File: src/rtl/alert_responder.sv
module alert_responder #(
  parameter int AW = 7,
  parameter logic [AW-1:0] ARA = AW'(7'h0C)
) (
  input  logic          clk,
  input  logic          rst_n,
  input  logic          scl_i,
  input  logic          sda_i,
  output logic          sda_pull_o,
  input  logic          alert_req_i,
  input  logic [AW-1:0] dev_addr_i,
  input  logic          dev_hit_i,
  output logic          alert_pull_o,
  output logic          serviced_o
);
  localparam int BW = AW + 1;
  localparam int CW = $clog2(BW);
  localparam logic [CW-1:0] LAST = CW'(BW - 1);

  typedef enum logic [1:0] {IDLE, ADDR, ACK, SEND} st_t;

  st_t           st;
  logic          scl_q, sda_q, drv, pend, srv;
  logic [CW-1:0] cnt;
  logic [BW-1:0] sh;

  wire rise  = scl_i & ~scl_q;
  wire fall  = ~scl_i & scl_q;
  wire start = scl_i & scl_q & sda_q & ~sda_i;
  wire stop  = scl_i & scl_q & ~sda_q & sda_i;
  wire [BW-1:0] tx = {dev_addr_i, 1'b1};
  wire match = ({sh[BW-2:0], sda_i} == {ARA, 1'b1});
  wire lost  = sh[BW-1] & ~sda_i;
  wire win   = (st == SEND) & rise & ~start & ~stop & ~lost & (cnt == LAST);

  assign sda_pull_o   = drv;
  assign alert_pull_o = pend;
  assign serviced_o   = srv;

  always_ff @(posedge clk) begin
    if (!rst_n) begin
      scl_q <= 1'b1;
      sda_q <= 1'b1;
      st    <= IDLE;
      cnt   <= '0;
      sh    <= '0;
      drv   <= 1'b0;
      pend  <= 1'b0;
      srv   <= 1'b0;
    end else begin
      scl_q <= scl_i;
      sda_q <= sda_i;
      srv   <= win;
      if (alert_req_i)          pend <= 1'b1;
      else if (win | dev_hit_i) pend <= 1'b0;
      if (start) begin
        st  <= ADDR;
        cnt <= '0;
        drv <= 1'b0;
      end else if (stop) begin
        st  <= IDLE;
        drv <= 1'b0;
      end else begin
        case (st)
          ADDR: if (rise) begin
            sh  <= {sh[BW-2:0], sda_i};
            cnt <= cnt + 1'b1;
            if (cnt == LAST) st <= (match && pend) ? ACK : IDLE;
          end
          ACK: if (fall) begin
            if (!drv) drv <= 1'b1;
            else begin
              st  <= SEND;
              cnt <= '0;
              sh  <= tx;
              drv <= ~tx[BW-1];
            end
          end
          SEND: begin
            if (rise) begin
              if (lost) begin
                st  <= IDLE;
                drv <= 1'b0;
              end else if (cnt == LAST) begin
                st <= IDLE;
              end else begin
                cnt <= cnt + 1'b1;
                sh  <= sh << 1;
              end
            end else if (fall) begin
              drv <= ~sh[BW-1];
            end
          end
          default: ;
        endcase
      end
    end
  end

  AST_REQ_RAISES_ALERT: assert property (@(posedge clk) disable iff (!rst_n) alert_req_i |=> alert_pull_o);
  AST_HIT_DROPS_ALERT: assert property (@(posedge clk) disable iff (!rst_n) dev_hit_i && !alert_req_i |=> !alert_pull_o);
  AST_PULL_RISES_SCL_LOW: assert property (@(posedge clk) disable iff (!rst_n) $rose(sda_pull_o) |-> !scl_q);
  AST_SRV_SINGLE: assert property (@(posedge clk) disable iff (!rst_n) serviced_o |=> !serviced_o);
  AST_SRV_LAST_BIT_HIGH: assert property (@(posedge clk) disable iff (!rst_n) serviced_o |-> $past(sda_i) && $past(scl_i));
  AST_SRV_RELEASES: assert property (@(posedge clk) disable iff (!rst_n) serviced_o && !$past(alert_req_i) |-> !alert_pull_o);
  AST_BUS_EVENT_RELEASES: assert property (@(posedge clk) disable iff (!rst_n) (start || stop) |=> !sda_pull_o);
endmodule

File: config.mk
export PLATFORM = sky130hd
export DESIGN_NAME = alert_responder
export DESIGN_NICKNAME = d
export VERILOG_FILES = /design/src/rtl/alert_responder.sv
export SDC_FILE = /design/constraint.sdc
export NUM_CORES = 1
export LEC_CHECK = 0
export ABC_CLOCK_PERIOD_IN_PS = 4500
export BUFFER_PORTS_ARGS = -buffer_cell sky130_fd_sc_hd__buf_2
export CORE_ASPECT_RATIO = 0.6
export CORE_MARGIN = 8
export CORE_UTILIZATION = 25
export CTS_BUF_LIST = sky130_fd_sc_hd__clkbuf_4 sky130_fd_sc_hd__clkbuf_8
export DETAILED_ROUTE_END_ITERATION = 6
export PLACE_DENSITY = 0.5
export SYNTH_ARGS = -nofsm -noshare
export SYNTH_HDL_FRONTEND = slang
export SYNTH_SLANG_ARGS = --single-unit
File: constraint.sdc
create_clock -name clk -period 4.5 [get_ports clk]
set_input_delay 0.675 -clock clk [delete_from_list [all_inputs] [get_ports clk]]
set_output_delay 0.675 -clock clk [all_outputs]
set_load 0.02 [all_outputs]
==> results.py <==
metrics = {
    "cts": {
        "path_clk_slew_ns": 0.07,
        "clock_path_buffers": 2,
        "post_cts_buffers": 0,
        "cts_tree": "yes",
        "cts_hold_buf": 0,
        "cts_buffers": 3,
        "cts-root-buf": "clkbuf_8",
        "clk_latency_ns": 0.25,
        "cts_resized": 0,
        "cts_max_level": 1,
        "clock-sinks": 18,
    },
    "worst_setup_path": {
        "worstPathArrival_ns": 2.00,
        "worstSetupPathType": "reg -> reg",
        "max_stage_delay_ns": 0.59,
        "start_kind": "flip-flop",
        "path_max_fanout": 14,
        "r2r_setup_slack_ns": 2.64,
        "r2r_start": "st[1]",
        "crit_start": "st[1]",
        "critPathRequiredTime_ns": 4.64,
        "end_kind": "flip-flop",
        "crit_path_top_delay_cell": "nor2b_2",
        "path_cells": "nor2b_2 -> a32oi_1 -> o311ai_0 -> nand2_1",
    },
    "hold_path": {
        "hold_class": "reg -> reg",
        "min_from": "sh[5]",
    },
    "run": {
        "cap_violations": 0,
    },
    "place": {
        "gp_congestion": 0.7598,
        "place_inst": 194,
        "io_buffers": 15,
        "post-dp-hpwl_microns": 2039,
    },
    "logic_synthesis": {
        "yosys.area.top_type": "dfxtp_1",
        "synth_mux_area_share_pct": 14.46,
        "synthAdderAreaFrac_pct": 5.695,
        "synth_flop_cell": "dfxtp_1",
        "syn_inst": 124,
        "synthTopCellsByCount": "28 x nand2_1, 18 x dfxtp_1, 8 x mux2i_1",
        "synth_top_family_by_area": "simple AND/OR/NAND/NOR gates",
        "synth.area.top_cells": "dfxtp_1 33%, nand2_1 9.6%, mux2i_1 7.3%, mux2_2 7.2%, ha_1 5.7%",
        "synth_seq_cells": 18,
        "async_reset_ff_share_pct": 0,
        "synthSimpleGateAreaFrac_pct": 29.50,
        "syn_nets": 142,
        "synth_compound_area_share_pct": 12.64,
        "netlist.area_leader.share_pct": 32.80,
        "yosysWarnings": 0,
        "synth_xor_area_share_pct": 0.7973,
        "synth.yosys.seq_area_share_pct": 32.80,
        "syn-cell-area_sq_mm": 0.001099,
        "synth.most_common_cell": "nand2_1",
        "synth_cell_types": 39,
        "synth_edf_count": 0,
        "syn_area_per_cell_sq_um": 8.859,
    },
    "global_route": {
        "grt_pass1_vias": 890,
        "grt_pass1_wl_microns": 4347,
        "antenna_found_initial": 0,
        "grt-ovfl-total": 0,
        "grtUsageTotal_pct": 8.253,
        "grt_max_degree": 25,
    },
    "sta": {
        "rsz0062_at_grt": "no",
        "fin_hold_ws_ns": 0.4804,
        "final_hold_viol_count": 0,
        "slew_viol_final": 0,
        "final.period_utilization_pct": 41.44,
        "max_freq_mhz": 536.3,
        "relSlewSlack_pct": 57.51,
        "worst_slew_pin_slew_ns": 0.6345,
        "finalSetupViolCount": 0,
        "fin_worst_skew_ns": 0.003559,
        "post-route-min-period_ns": 1.865,
        "setup_tns_ns": 0,
    },
    "routing": {
        "drt_iter0_drc": 48,
        "drt_wl_total_microns": 2639,
        "viasPerCell": 4.558,
        "ant_nets": 0,
        "wire_per_inst_microns": 13.40,
        "route.detailed.drc": 0,
        "num_vias": 898,
        "dr.pass1.iters": 4,
    },
    "pwr": {
        "ir_drop_v": 0.00007711,
        "p_leak_uw": 0.0005453,
        "design_power_total_uw": 302.6,
        "power.density_mw_per_mm2": 240.9,
    },
    "die": {
        "fp-row-count": 18,
        "io_pins": 16,
        "die_h_microns": 67.35,
        "start_util_pct": 26.37,
        "die_area_sq_mm": 0.006841,
        "die_w_microns": 101.6,
        "core-area_sq_mm": 0.004167,
    },
    "cells_and_area": {
        "layout.cells.non_filler": 197,
        "drive_above_1_share_pct": 25.55,
        "nNetsFinal": 157,
        "fillers": 462,
        "diodes": 0,
        "area_growth_pct": 14.35,
    },
    "outcome": {
        "outcome": "complete, no violations",
    },
}
[through the flow]
stage                     instance area, sq um  setup slack (ns)  util [%]
final                                     1256             2.635     30.15
after CTS                                 1256             2.574     30.15
after global placement                    1215             2.631     29.16
after detailed placement                  1215             2.599     29.16
after global routing                      1256             2.494     30.15
after floorplan                           1099             2.728         -
[routing by layer]
layer	routed length [microns]	vias up	share of wire, %	track usage (%)
li1	-	470	-	-
met1	1442	412	55	11.37
met3	123	2	4.7	3.179
met4	38	0	1.4	3.315
met2	1034	14	39	11.11
met5	0	-	0	0
[where the power goes]
part | leakage, uW | internal [uW] | total [uW] | switching (uW)
logic | 0.000378 | 11.2 | 26.3 | 15.1
clock network | 0.0000216 | 59.5 | 112 | 52.6
registers | 0.000146 | 162 | 164 | 2.72
total | 0.000545 | 232 | 303 | 70.4
[critical path: cells and delay by family (launching register included)]
family / cells / cell delay (ns)
DFF: 1 / 0.41
and+or+nand+nor: 2 / 0.67
AOI/OAI and AO/OA: 2 / 0.68
[final cells by class]
type,instances,area [sq um],share of cell area (%)
inverters,3,11.26,0.8964
clock buffers,3,41.29,3.287
flip-flops and latches,18,360.3,28.69
multi-input cells,98,693.2,55.18
repair buffers,15,75.07,5.976
well taps,60,75.07,5.976
[cell families after synthesis]
kind of cell	Yosys count
adder cells (fa/ha/maj)	5
buffers and inverters	8
AND/OR/NAND/NOR	59
multiplexers	15
AO/OA/AOI/OAI	18
flip-flops	18
XOR/XNOR	1
[worst paths after layout]
| check | depth (start not counted) | end |
|---|---|---|
| setup reg to reg | 4 | cnt[1] |
| setup / recovery | 4 | cnt[1] |
| hold reg to reg | 2 | sh[5] |
| hold / removal | 2 | sh[5] |
[state kept, by name, indices dropped and copies added (netlist names)]
name and flops:
sh 8, cnt 3, st 2, alert_pull_o 1, scl_q 1, sda_pull_o 1, sda_q 1, serviced_o 1
[layout by cell type, fill, tap and decap left out]
cell type  Yosys  layout
o21ai_1        1       1
o21ai_0        2       2
a21boi_0       1       1
nand2_1       28      28
nor2_1         6       6
a211o_1        2       2
o311ai_0       2       2
nand4_1        4       4
xor2_1         1       1
nand3_1        2       2
and4bb_2       2       2
buf_2          0      15
and3_1         2       2
a32oi_1        1       1
a21oi_2        1       1
nand3b_1       1       1
o31ai_1        1       1
o211ai_1       1       1
and3b_1        2       2
nor2b_2        1       1
dfxtp_1       18      18
and2b_2        1       1
nor3_1         2       2
o221ai_1       1       1
a41oi_1        1       1
mux2_2         7       7
nor2b_1        2       2
nand3_4        1       1
mux2i_1        8       8
ha_1           5       5
clkbuf_8       0       3
and3_2         1       1
a32o_2         1       1
o21a_1         2       2
nand2b_1       2       2
and2_2         1       1
a21oi_1        1       1
inv_1          3       3
nand2b_4       1       1
Power figures use the tool's default switching activity.
